[src/rtl/abus_pkg.sv]
package abus_pkg;

  typedef enum logic [2:0] {
    ST_IDLE,
    ST_READ,
    ST_SETUP,
    ST_PULSE,
    ST_HOLD
  } cycState_t;

  // strobes from the sequencer to the datapath
  typedef struct packed {
    logic load;     // latch command address and data
    logic capture;  // register the read byte
    logic busSel;   // chip enables active
    logic weOn;     // write strobe active
    logic oeOn;     // output strobe active
    logic dqDrive;  // drive the data pad
  } busStrobe_t;

  function automatic int nsToCyc(input int ns, input int clkNs);
    return (ns + clkNs - 1) / clkNs;
  endfunction

  function automatic int maxOf(input int a, input int b);
    return (a > b) ? a : b;
  endfunction

endpackage

[src/rtl/abus_exit_timer.sv]
module abus_exit_timer #(
  parameter int EXIT_CYC = 7
) (
  input  logic clk,
  input  logic rstN,
  input  logic idMode,
  output logic exitBusy
);
  import abus_pkg::*;

  localparam int CW = $clog2(maxOf(EXIT_CYC, 1) + 1);
  localparam logic [CW-1:0] LOADV = CW'(EXIT_CYC);

  logic [CW-1:0] cntQ;
  logic          idPrevQ;

  always_ff @(posedge clk or negedge rstN) begin
    if (!rstN) begin
      cntQ    <= '0;
      idPrevQ <= 1'b0;
    end else begin
      idPrevQ <= idMode;
      if (idPrevQ && !idMode) cntQ <= LOADV;
      else if (cntQ != '0)    cntQ <= cntQ - 1'b1;
    end
  end

  assign exitBusy = (cntQ != '0);

endmodule

[src/rtl/abus_ctrl.sv]
module abus_ctrl #(
  parameter int CLK_NS       = 20,
  parameter int RD_ACC_NS    = 70,
  parameter int RD_CYC_NS    = 70,
  parameter int WR_CYC_NS    = 70,
  parameter int WR_PULSE_NS  = 50,
  parameter int WR_AW_NS     = 60,
  parameter int WR_DS_NS     = 30,
  parameter int WR_SA_NS     = 0,
  parameter int ID_RD_NS     = 140,
  parameter int ID_WR_CYC_NS = 140,
  parameter int ID_SA_NS     = 70
) (
  input  logic                 clk,
  input  logic                 rstN,
  input  logic                 idMode,
  input  logic                 reqValid,
  input  logic                 reqWrite,
  input  logic                 exitBusy,
  output logic                 reqReady,
  output logic                 done,
  output abus_pkg::busStrobe_t stb
);
  import abus_pkg::*;

  // cycle counts derived from nanosecond limits
  localparam int RD_N = maxOf(1, maxOf(nsToCyc(RD_ACC_NS, CLK_NS), nsToCyc(RD_CYC_NS, CLK_NS)));
  localparam int RD_I = maxOf(1, nsToCyc(ID_RD_NS, CLK_NS));
  localparam int PW   = maxOf(1, maxOf(nsToCyc(WR_PULSE_NS, CLK_NS),
                                       maxOf(nsToCyc(WR_AW_NS, CLK_NS), nsToCyc(WR_DS_NS, CLK_NS))));
  localparam int SU_N = nsToCyc(WR_SA_NS, CLK_NS);
  localparam int SU_I = nsToCyc(ID_SA_NS, CLK_NS);
  localparam int HD_N = maxOf(1, nsToCyc(WR_CYC_NS, CLK_NS) - SU_N - PW);
  localparam int HD_I = maxOf(1, nsToCyc(ID_WR_CYC_NS, CLK_NS) - SU_I - PW);
  localparam int MAXC = maxOf(maxOf(maxOf(RD_N, RD_I), maxOf(PW, maxOf(SU_N, SU_I))), maxOf(HD_N, HD_I));
  localparam int CW   = $clog2(MAXC + 1);

  localparam logic [CW-1:0] RD_N_M1 = CW'(RD_N - 1);
  localparam logic [CW-1:0] RD_I_M1 = CW'(RD_I - 1);
  localparam logic [CW-1:0] PW_M1   = CW'(PW - 1);
  localparam logic [CW-1:0] SU_N_M1 = CW'(maxOf(SU_N, 1) - 1);
  localparam logic [CW-1:0] SU_I_M1 = CW'(maxOf(SU_I, 1) - 1);
  localparam logic [CW-1:0] HD_N_M1 = CW'(HD_N - 1);
  localparam logic [CW-1:0] HD_I_M1 = CW'(HD_I - 1);

  cycState_t     stQ, stD;
  logic [CW-1:0] cntQ, cntD;
  logic          idQ, idD;
  logic          doneQ, doneD;
  logic          accept;

  assign reqReady = (stQ == ST_IDLE) && !exitBusy;
  assign accept   = reqReady && reqValid;

  always_comb begin
    stD   = stQ;
    cntD  = cntQ;
    idD   = idQ;
    doneD = 1'b0;
    unique case (stQ)
      ST_IDLE: begin
        if (accept) begin
          idD = idMode;
          if (!reqWrite) begin
            stD  = ST_READ;
            cntD = idMode ? RD_I_M1 : RD_N_M1;
          end else if (idMode && (SU_I > 0)) begin
            stD  = ST_SETUP;
            cntD = SU_I_M1;
          end else if (!idMode && (SU_N > 0)) begin
            stD  = ST_SETUP;
            cntD = SU_N_M1;
          end else begin
            stD  = ST_PULSE;
            cntD = PW_M1;
          end
        end
      end
      ST_READ: begin
        if (cntQ == '0) begin
          stD   = ST_IDLE;
          doneD = 1'b1;
        end else cntD = cntQ - 1'b1;
      end
      ST_SETUP: begin
        if (cntQ == '0) begin
          stD  = ST_PULSE;
          cntD = PW_M1;
        end else cntD = cntQ - 1'b1;
      end
      ST_PULSE: begin
        if (cntQ == '0) begin
          stD  = ST_HOLD;
          cntD = idQ ? HD_I_M1 : HD_N_M1;
        end else cntD = cntQ - 1'b1;
      end
      ST_HOLD: begin
        if (cntQ == '0) begin
          stD   = ST_IDLE;
          doneD = 1'b1;
        end else cntD = cntQ - 1'b1;
      end
      default: stD = ST_IDLE;
    endcase
  end

  always_ff @(posedge clk or negedge rstN) begin
    if (!rstN) begin
      stQ   <= ST_IDLE;
      cntQ  <= '0;
      idQ   <= 1'b0;
      doneQ <= 1'b0;
    end else begin
      stQ   <= stD;
      cntQ  <= cntD;
      idQ   <= idD;
      doneQ <= doneD;
    end
  end

  assign done        = doneQ;
  assign stb.load    = accept;
  assign stb.capture = (stQ == ST_READ) && (cntQ == '0);
  assign stb.busSel  = (stQ != ST_IDLE);
  assign stb.weOn    = (stQ == ST_PULSE);
  assign stb.oeOn    = (stQ == ST_READ);
  assign stb.dqDrive = (stQ == ST_PULSE) || (stQ == ST_HOLD);

endmodule

[src/rtl/abus_datapath.sv]
module abus_datapath #(
  parameter int ADDR_W = 13,
  parameter int DATA_W = 8
) (
  input  logic                 clk,
  input  logic                 rstN,
  input  abus_pkg::busStrobe_t stb,
  input  logic [ADDR_W-1:0]    reqAddr,
  input  logic [DATA_W-1:0]    reqWdata,
  input  logic [DATA_W-1:0]    memDqIn,
  output logic [DATA_W-1:0]    rdData,
  output logic [ADDR_W-1:0]    memAddr,
  output logic [DATA_W-1:0]    memDqOut,
  output logic                 memDqOe,
  output logic                 memCe1N,
  output logic                 memCe2,
  output logic                 memWeN,
  output logic                 memOeN
);
  logic [ADDR_W-1:0] addrQ;
  logic [DATA_W-1:0] wdataQ;
  logic [DATA_W-1:0] rdQ;

  always_ff @(posedge clk or negedge rstN) begin
    if (!rstN) begin
      addrQ  <= '0;
      wdataQ <= '0;
      rdQ    <= '0;
    end else begin
      if (stb.load) begin
        addrQ  <= reqAddr;
        wdataQ <= reqWdata;
      end
      if (stb.capture) rdQ <= memDqIn;
    end
  end

  assign memAddr  = addrQ;
  assign memDqOut = wdataQ;
  assign memDqOe  = stb.dqDrive;
  assign memCe1N  = !stb.busSel;
  assign memCe2   = stb.busSel;
  assign memWeN   = !stb.weOn;
  assign memOeN   = !stb.oeOn;
  assign rdData   = rdQ;

endmodule

[src/rtl/abus_cycle_ctrl.sv]
module abus_cycle_ctrl #(
  parameter int ADDR_W       = 13,
  parameter int DATA_W       = 8,
  parameter int CLK_NS       = 20,
  parameter int RD_ACC_NS    = 70,
  parameter int RD_CYC_NS    = 70,
  parameter int WR_CYC_NS    = 70,
  parameter int WR_PULSE_NS  = 50,
  parameter int WR_AW_NS     = 60,
  parameter int WR_DS_NS     = 30,
  parameter int WR_SA_NS     = 0,
  parameter int ID_RD_NS     = 140,
  parameter int ID_WR_CYC_NS = 140,
  parameter int ID_SA_NS     = 70,
  parameter int ID_EXIT_NS   = 140
) (
  input  logic              clk,
  input  logic              rstN,
  input  logic              idMode,
  input  logic              reqValid,
  input  logic              reqWrite,
  input  logic [ADDR_W-1:0] reqAddr,
  input  logic [DATA_W-1:0] reqWdata,
  output logic              reqReady,
  output logic              done,
  output logic [DATA_W-1:0] rdData,
  output logic [ADDR_W-1:0] memAddr,
  output logic [DATA_W-1:0] memDqOut,
  output logic              memDqOe,
  input  logic [DATA_W-1:0] memDqIn,
  output logic              memCe1N,
  output logic              memCe2,
  output logic              memWeN,
  output logic              memOeN
);
  import abus_pkg::*;

  localparam int EXIT_CYC = nsToCyc(ID_EXIT_NS, CLK_NS);

  busStrobe_t stb;
  logic       exitBusy;

  abus_exit_timer #(.EXIT_CYC(EXIT_CYC)) u_exit (
    .clk(clk), .rstN(rstN), .idMode(idMode), .exitBusy(exitBusy)
  );

  abus_ctrl #(
    .CLK_NS(CLK_NS), .RD_ACC_NS(RD_ACC_NS), .RD_CYC_NS(RD_CYC_NS),
    .WR_CYC_NS(WR_CYC_NS), .WR_PULSE_NS(WR_PULSE_NS), .WR_AW_NS(WR_AW_NS),
    .WR_DS_NS(WR_DS_NS), .WR_SA_NS(WR_SA_NS), .ID_RD_NS(ID_RD_NS),
    .ID_WR_CYC_NS(ID_WR_CYC_NS), .ID_SA_NS(ID_SA_NS)
  ) u_ctrl (
    .clk(clk), .rstN(rstN), .idMode(idMode), .reqValid(reqValid),
    .reqWrite(reqWrite), .exitBusy(exitBusy), .reqReady(reqReady),
    .done(done), .stb(stb)
  );

  abus_datapath #(.ADDR_W(ADDR_W), .DATA_W(DATA_W)) u_dp (
    .clk(clk), .rstN(rstN), .stb(stb), .reqAddr(reqAddr), .reqWdata(reqWdata),
    .memDqIn(memDqIn), .rdData(rdData), .memAddr(memAddr), .memDqOut(memDqOut),
    .memDqOe(memDqOe), .memCe1N(memCe1N), .memCe2(memCe2), .memWeN(memWeN),
    .memOeN(memOeN)
  );

endmodule

[config.mk]
export PLATFORM = sky130hd
export DESIGN_NAME = abus_cycle_ctrl
export DESIGN_NICKNAME = d
export VERILOG_FILES = /design/src/rtl/abus_pkg.sv /design/src/rtl/abus_exit_timer.sv /design/src/rtl/abus_ctrl.sv /design/src/rtl/abus_datapath.sv /design/src/rtl/abus_cycle_ctrl.sv
export SDC_FILE = /design/constraint.sdc
export NUM_CORES = 1
export LEC_CHECK = 0
export CAP_MARGIN = 40
export CORE_MARGIN = 2
export CORE_UTILIZATION = 45
export CTS_BUF_LIST = sky130_fd_sc_hd__clkbuf_8
export DETAILED_ROUTE_END_ITERATION = 10
export PLACE_DENSITY = 0.77
export SYNTH_ARGS = -nofsm -noshare
export SYNTH_HDL_FRONTEND = slang
export SYNTH_SLANG_ARGS = --single-unit
[constraint.sdc]
create_clock -name clk -period 2 [get_ports clk]
set_input_delay 0.4 -clock clk [delete_from_list [all_inputs] [get_ports clk]]
set_output_delay 0.4 -clock clk [all_outputs]
set_load 0.05 [all_outputs]
Word level (Yosys, flattened, before mapping)

Cells that the tools add are included.

$add $sub $neg: 2
Eq/ne operators: 9
Mux-type cells: 19
Reductions and logical operators: 19

Operators by type and width:

| cell                  | count |
|---|---|
| $mux W3               | 13 |
| $pmux W3 S4           | 2 |
| $eq A3 B2 Y1 const B  | 2 |
| $logic_not A3 Y1      | 2 |
| $ne A2 B1 Y1 const B  | 3 |
| $reduce_bool A3 Y1    | 2 |
| $sub A3 B1 Y3 const B | 2 |
| $logic_not A1 Y1      | 5 |
| $logic_and A1 B1 Y1   | 4 |
| $mux W1               | 4 |
| $ne A2 B2 Y1 const B  | 2 |
| $reduce_and A4 Y1     | 1 |
| $reduce_bool A4 Y1    | 1 |
| $eq A3 B1 Y1 const B  | 1 |
| $eq A3 B3 Y1 const B  | 1 |
| $reduce_and A3 Y1     | 1 |
| $reduce_bool A2 Y1    | 1 |
| $reduce_or A2 Y1      | 1 |
| $logic_or A1 B1 Y1    | 1 |

Bits in registers: 40
Input bits: 34
Output and inout port bits: 36
Logic and storage cells: 57

Logic depth before layout (Yosys ltp)

Gate-level depths: netlist (run 1).

Depth after elaboration: 6
Mapped depth: 7
Mapped depth without buffers: 6

Modules after synthesis

From an unflattened synthesis (run 1), not the netlist that was laid out.

Cells, all modules: 150
Area total of the unflattened synthesis: 1975.6 um2

Modules (own cells, without submodules):

| module          | instances | cells an instance | area each (um2) | sequential area each (um2) |
|---|---|---|---|---|
| abus_datapath   | 1         | 66                | 1181.1          | 725.7 |
| abus_ctrl       | 1         | 66                | 590.6           | 175.2 |
| abus_exit_timer | 1         | 18                | 203.9           | 100.1 |

Worst setup path after synthesis (run 1)

No wires, ideal clock.

Path type: reg2out
From: register u_ctrl.stQ[2]
To: output port memDqOe
Data arrival time: 1.750 ns
Data required time: 1.600 ns
Path slack: -0.150 ns
Stages on the path, launching flop included: 5
Path buffers: 2
Path through: dfrtp_1 > buf_6 > clkbuf_1 > nand3b_1 > nand2_1

Cells in the longest elaborated chain, start to end: 2
Elaborated cells on any way between the ends: 3
Those cells by class: eq/ne (2); reduce/logical (1)

Ends and longest elaborated chain:

| item                                         | RTL line              | text |
|---|---|---|
| from (decl)                                  | abus_ctrl.sv:46       | `cycState_t stQ, stD;` |
| from (signal assigned)                       | abus_ctrl.sv:114      | `stQ <= stD;` |
| $eq A3 B2 Y1 or $eq A3 B3 Y1 (tied branches) | abus_ctrl.sv:127      | `assign stb.dqDrive = (stQ == ST_PULSE) \|\| (stQ == ST_HOLD);` |
| $logic_or A1 B1 Y1 *                         | abus_ctrl.sv:127      |  |
| to (decl)                                    | abus_cycle_ctrl.sv:29 | `output logic memDqOe,` |

Mark *: on every way between the ends. The rest lies on a longest branch, timed or not.

Worst setup path after layout (run 1)

From: register u_ctrl.stQ[0]
To: output port reqReady

Cells in the longest elaborated chain, start to end: 2

Ends and longest elaborated chain:

| item                | RTL line              | text |
|---|---|---|
| $logic_not A3 Y1    | abus_ctrl.sv:52       | `assign reqReady = (stQ == ST_IDLE) && !exitBusy;` |
| $logic_and A1 B1 Y1 | abus_ctrl.sv:52       |  |
| to (decl)           | abus_cycle_ctrl.sv:24 | `output logic reqReady,` |

Every way passes these cells.

==> flow_summary_export.csv, run 1 <==
group,metric,value,unit
run_status,outcome,"completed",
clock_tree,ctsHoldBuffers,0,
logic_synthesis,synth_area_leaders,"dfrtp_1 54%, mux2_2 19%, ha_1 4.0%",
logic_synthesis,ys_ff_latch,40,
run,drv_cap,0,
clock_tree,clk_pin_slew,70,ps
die,initial_core_util,46.72,%
worst_setup_path,start_kind,"flip-flop",
worst_setup_path,worst-r2r-cell-count,6,
clock_tree,root_buffer,"clkbuf_8",
worst_setup_path,cp_slowest_cell,"or3_4",
clock_tree,clk_latency,280,ps
finish,final_net_count,259,
worst_setup_path,r2r_slack,190,ps
routing,wl,4001,um
routing,drtPass1Iterations,4,
pwr,p_sw,1777,uW
pwr,p_total,4239,uW
pwr,p_clk_share,16.6,%
worst_setup_path,critPathBufInv,1,
worst_setup_path,cpLargestDelayFamily,"simple AND/OR/NAND/NOR gates",
logic_synthesis,syn_inst,145,
worst_setup_path,r2r_start,"u_ctrl.cntQ[0]",
timing,hold_viol,0,
pwr,ir_worst_vdd,901.0,uV
pwr,power.density,1514,mW/mm^2
routing,ant_nets,0,
timing,tightest_slew,545.8,ps
grt,grt-ovfl-total,0,
worst_setup_path,cp.depth,3,
pwr,combPwrFrac,54.9,%
timing,setup_viol,0,
worst_setup_path,cp_cell_sequence,"or3_4 -> nor2_2 -> buf_12",
clock_tree,post_cts_buffers,0,
routing,viasPerCell,5.096,
placed_design,gp_congestion,0.7707,
finish,fin_cells,270,
routing,routedWlPerCell,14.82,um
finish,layout_common_cells,"62 x clkdlybuf4s50_1, 40 x dfrtp_1, 32 x mux2_2, 8 x nand2_1",
clock_tree,cts_inserted_buffers,5,
routing,num_vias,1376,
worst_setup_path,r2r-end,"u_ctrl.cntQ[2]",
finish,drive_gt1_share,27.73,%
placed_design,numPortBuffers,69,
clock_tree,cts_tree,"built",
worst_setup_path,worstPathRequired,1600,ps
timing,setup_tns,0,ps
finish,antennaDiodeCount,0,
logic_synthesis,synth_top_area_share,53.94,%
worst_setup_path,max_stage_delay,470,ps
timing,final.min_clock_period,1883,ps
worst_setup_path,worstSetupPathType,"reg -> out",
logic_synthesis,syn-cell-area,0.001856,mm^2
worst_setup_path,critPathLaunch,"u_ctrl.stQ[0]",
placed_design,dpl.hpwl,2981,um
logic_synthesis,avgSynthCellArea,12.80,um^2
die,rows,23,
worst_setup_path,endpoint_kind,"primary output",
timing,fin_crit_sh,94.17,%
placed_design,dp.cells,262,
grt,grt_pass1_vias,1447,
pwr,internal-power,2462,uW
die,dieArea,0.004653,mm^2
pwr,power_frac_seq,28.5,%
die,fp.coreArea,0.003971,mm^2
routing,drcViolationCount,0,
grt,grt_max_degree,24,
pwr,p_sw_share,41.93,%
grt,grt_pass1_wl,6603,um
grt,track_usage,19.07,%
hold_path,min_path_type,"in -> async",
logic_synthesis,synth_top_area_cell,"dfrtp_1",
finish,syn_to_final_growth,50.84,%
timing,rsz0062_at_grt,"false",
clock_tree,cts.sinks,40,
finish,final_util,70.48,%
die,die_h,68.22,um
timing,relSlewSlack,63.50,%
timing,skew,2.880,ps
die,ioPinCount,70,
logic_synthesis,yosysWarningCount,0,
clock_tree,clk_path_buf_depth,2,
logic_synthesis,synth_seq_area_share,53.94,%
timing,timing.fmax,0.5310,GHz
pwr,p_leak,0.001259,uW
die,die_w,68.22,um
clock_tree,htreeDepth,2,
worst_setup_path,cp.arrival,1480,ps
worst_setup_path,crit_path_end,"reqReady",
finish,layout_commonest_cell,"clkdlybuf4s50_1",
timing,drv_slew,0,
logic_synthesis,syn_nets,185,
logic_synthesis,synth_cell_types,29,
routing,drtIter0Drc,82,
worst_setup_path,critPathMaxFanout,5,
grt,antenna_found_initial,0,
[routing by layer]
metal	track usage (%)	vias to the layer above	part of all wire (%)
li1	-	652	-
met1	23.85	656	41
met2	30.70	62	49
met3	7.401	6	8.9
met4	5.500	0	0.90
met5	0	-	0
[kinds of logic (layout without fill, tap and decap cells)]
logic type	Yosys count	after routing	share of synthesized area [%]
AOI/OAI and AO/OA	14	14	5.260
and+or+nand+nor	35	35	10.25
xor gates and xnor gates	3	3	1.416
buffers and inverters	13	88	4.585
adders and majority gates	6	6	4.046
DFF	40	40	53.94
muxes	34	34	20.50
[power by group through the flow]
stage / combinational [uW] / sequential [uW] / clock [uW]
floorplan: 902 / 1820 / 0
global placement: 2240 / 1200 / 0
detailed placement: 2310 / 1220 / 0
CTS: 2330 / 1210 / 732
global route: 2460 / 1240 / 767
finish: 2330 / 1210 / 703
[state kept, by name, summed over array words and instances, names as in the netlist]
signal / count
u_dp.memAddr: 13
u_ctrl.done: 1
u_dp.memDqOut: 8
u_ctrl.stQ: 3
u_ctrl.cntQ: 3
u_dp.rdData: 8
u_exit.cntQ: 3
u_exit.idPrevQ: 1
[final cells by class]
cell class | count | area [um^2]
Sequential cell | 40 | 1001
Fill cell | 275 | 1172
Tap cell | 50 | 62.56
Clock inverter | 1 | 30.03
Inverter | 6 | 26.28
Clock buffer | 7 | 96.34
Timing Repair Buffer | 74 | 795.8
Multi-Input combinational cell | 92 | 787.0
[repair_timing]
item | 4_1_cts | 5_1_grt
gates resized for setup | 1 | 2
setup endpoints to repair | 1 | 10
pin swaps | 0 | 0
[through the flow]
stage	area, um^2	hold slack [ps]	setup slack [ps]
final	2799	65.97	116.6
after floorplan	1864	104.4	-38.30
after CTS	2791	62.97	67.83
after global routing	2799	80.95	55.77
after detailed placement	2660	383.2	-22.63
after global placement	2660	365.0	55.37
[Yosys cell counts]
cell type	number
a211oi_1	1
a21boi_0	1
a21oi_1	2
a21oi_2	1
a221oi_1	1
a311oi_1	1
a32oi_1	1
buf_2	2
buf_6	3
buf_8	1
clkbuf_1	1
dfrtp_1	40
ha_1	6
inv_1	6
mux2_2	32
mux2i_1	2
nand2_1	9
nand2b_1	3
nand3_1	5
nand3b_1	3
nand4_1	1
nor2_1	6
nor2_8	1
nor2b_1	4
nor3_1	2
o21ai_0	5
o31ai_2	1
or3_1	1
xnor2_1	3
[worst min path at each step]
stage | to | slack (ps) | cells after the start
final | u_exit.cntQ[2] | 70 | 1
after CTS | u_exit.cntQ[1] | 60 | 1
after floorplan | u_ctrl.cntQ[0] | 100 | 0
after global placement | u_exit.cntQ[2] | 360 | 1
after detailed placement | u_exit.cntQ[1] | 380 | 1
after global routing | u_exit.cntQ[2] | 80 | 1
(Power assumes the default switching activity.)
==> inputs of run 2 (changes only) <==
--- a/config.mk
+++ b/config.mk
@@ -7,10 +7,10 @@
 export LEC_CHECK = 0
 export CAP_MARGIN = 40
 export CORE_MARGIN = 2
-export CORE_UTILIZATION = 45
+export CORE_UTILIZATION = 41
 export CTS_BUF_LIST = sky130_fd_sc_hd__clkbuf_8
 export DETAILED_ROUTE_END_ITERATION = 10
-export PLACE_DENSITY = 0.77
+export PLACE_DENSITY = 0.74
 export SYNTH_ARGS = -nofsm -noshare
 export SYNTH_HDL_FRONTEND = slang
 export SYNTH_SLANG_ARGS = --single-unit
==> constraint.sdc (replaced) <==
create_clock -name clk -period 1.7 [get_ports clk]
set_input_delay 0.34 -clock clk [delete_from_list [all_inputs] [get_ports clk]]
set_output_delay 0.34 -clock clk [all_outputs]
set_load 0.05 [all_outputs]
==> run 2 against run 1 <==
The run now ends with negative setup slack left. Cell count rose by 8.1%. Sequential power is 18% higher. Hold slack better by 430 ps. Global-route usage decreased by 1.5 points. Combinational power rose by 24%. Via count up 3.3%. Sequential share of layout area shrank 2.3 points. Utilization is 1.9 points lower. Flip-flop and latch count did not move. Non-clock buffer count grew 20. Die area rose by 9.2%.
==> flow_summary_export.csv, run 2 (synthesized netlist as in run 1, its figures left out) <==
group,metric,value,unit
clock_tree,root_buffer,"clkbuf_8",
grt,track_usage,17.53,%
routing,drtIter0Drc,31,
die,initial_core_util,42.61,%
hold_path,min_from,"u_exit.idPrevQ",
hold_path,min_path_type,"reg -> reg",
finish,largest_register_ffs,13,
timing,final.min_clock_period,1800,ps
worst_setup_path,cp_cell_sequence,"or3_4 -> buf_6 -> nor2_4 -> buf_12",
run_status,violations,"negative setup slack",
worst_setup_path,max_stage_delay,410,ps
routing,drtPass1Iterations,4,
placed_design,dpl.hpwl,2985,um
pwr,p_total,5123,uW
finish,final_net_count,279,
finish,multi_input_area,837.1,um^2
grt,grt_max_degree,22,
worst_setup_path,r2r_slack,-70,ps
pwr,power_frac_seq,27.9,%
routing,drcViolationCount,0,
pwr,power.density,1715,mW/mm^2
finish,drive_gt1_share,48.33,%
finish,layout_common_cells,"47 x buf_4, 40 x dfrtp_1, 32 x clkdlybuf4s50_1, 30 x mux2_2, 8 x buf_12",
finish,syn_to_final_growth,61.03,%
routing,ant_nets,0,
run,drv_cap,0,
die,fp.coreArea,0.004354,mm^2
timing,hold_viol,0,
grt,grt-ovfl-total,0,
pwr,internal-power,2965,uW
pwr,ir_worst_vdd,1314,uV
die,die_h,71.28,um
grt,antenna_found_initial,0,
worst_setup_path,worst-r2r-cell-count,6,
worst_setup_path,r2r_start,"u_ctrl.stQ[1]",
placed_design,numPortBuffers,69,
die,rows,24,
routing,num_vias,1421,
worst_setup_path,critPathMaxFanout,3,
pwr,p_leak,0.001438,uW
pwr,p_sw_share,42.12,%
finish,final_util,68.62,%
worst_setup_path,worstPathRequired,1360,ps
worst_setup_path,r2r-end,"u_dp.memAddr[12]",
timing,skew,5.560,ps
finish,antennaDiodeCount,0,
grt,grt_pass1_vias,1531,
timing,tightest_slew,435.6,ps
timing,setup_viol,28,
timing,fin_crit_sh,105.9,%
pwr,p_clk_share,15.7,%
run_status,outcome,"finished, violations left",
pwr,combPwrFrac,56.4,%
timing,drv_slew,0,
clock_tree,clk_latency,290,ps
routing,wl,4167,um
routing,viasPerCell,4.866,
clock_tree,cts.sinks,40,
pwr,p_sw,2158,uW
hold_path,hold_depth,2,
clock_tree,clk_path_buf_depth,2,
grt,grt_pass1_wl,6996,um
worst_setup_path,start_kind,"flip-flop",
die,die_w,71.28,um
timing,relSlewSlack,70.96,%
finish,fillCellCount,318,
routing,routedWlPerCell,14.27,um
placed_design,placed_area,0.002678,mm^2
worst_setup_path,worstSetupPathType,"reg -> out",
die,ioPinCount,70,
finish,layout_commonest_cell,"buf_4",
finish,stdcell_area,0.002988,mm^2
timing,timing.fmax,0.5555,GHz
worst_setup_path,cp.arrival,1460,ps
clock_tree,cts_inserted_buffers,5,
finish,seq_area,0.001001,mm^2
worst_setup_path,cp_slowest_cell,"or3_4",
clock_tree,htreeDepth,2,
clock_tree,cts_tree,"built",
clock_tree,clk_pin_slew,80,ps
hold_path,worstHoldEndpoint,"u_exit.cntQ[0]",
die,dieArea,0.005080,mm^2
timing,rsz0062_at_grt,"true",
worst_setup_path,endpoint_kind,"primary output",
timing,fin_ws,-100.3,ps
placed_design,gp_congestion,0.7697,
run 2: cell types whose count changed in the layout (fill, tap and decap cells not counted), moves of 3 or more:
cell / delta
buf_4: +43
clkdlybuf4s50_1: -30
buf_6: +3
o21ai_0: -3
o21ai_1: +3
run 2: stage by stage:
step                TNS (ps)  setup slack (ps)  hold slack, ps  cells
floorplan             -921.6            -180.1           44.41    145
global placement       -2447            -202.0           291.7    274
detailed placement     -2684            -245.9           308.7    274
CTS                    -2288            -103.0           508.6    288
global route           -3078            -151.8           520.1    292
finish                 -1711            -100.3           500.3    292
run 2: what timing repair did:
action	4_1_cts	5_1_grt
buffers inserted	4	4
pin swaps	3	4
endpoints found under the setup margin	29	32
resized for setup	5	15
gates cloned	2	0
hold buffers	1	0
hold endpoints to repair	19	0
run 2: worst max-delay path by stage:
stage | from | to | slack (ps) | depth (start not counted)
5_1_grt | u_ctrl.stQ[1] | reqReady | -150 | 4
3_5_place_dp | reqWrite | u_ctrl.cntQ[0] | -250 | 7
2_1_floorplan | u_ctrl.stQ[2] | memDqOe | -180 | 4
3_3_place_gp | reqWrite | u_ctrl.cntQ[0] | -200 | 7
6_report | u_ctrl.stQ[1] | reqReady | -100 | 4
4_1_cts | u_ctrl.stQ[2] | u_dp.memAddr[6] | -100 | 5
run 2: cell type report:
type | instances | area share (%)
Clock buffer | 6 | 2.764
Clock inverter | 2 | 1.298
Inverter | 6 | 0.8794
Multi-Input combinational cell | 92 | 28.02
Sequential cell | 40 | 33.50
Tap cell | 52 | 2.178
Timing Repair Buffer | 94 | 31.37
run 2: critical path: cells and delay by family (launching register included):
| family | cells | cell delay [ps] |
|---|---|---|
| and+or+nand+nor | 2 | 500 |
| DFF | 1 | 380 |
| buffers and inverters | 2 | 280 |
run 2: power by group through the flow:
stage,combinational [uW],clock (uW),sequential [uW]
2_1_floorplan,1100,0,2150
3_3_place_gp,2670,0,1420
3_5_place_dp,2740,0,1430
4_1_cts,2820,831,1430
5_1_grt,3070,873,1470
6_report,2890,803,1430
run 2: routing by layer:
metal  global-route usage, %  share of wire, %  up-vias
li1                        -                 -      688
met1                   21.71                43      672
met2                   29.73                48       56
met3                   5.626               7.8        5
met4                   4.612               1.2        0
met5                       0                 0        -
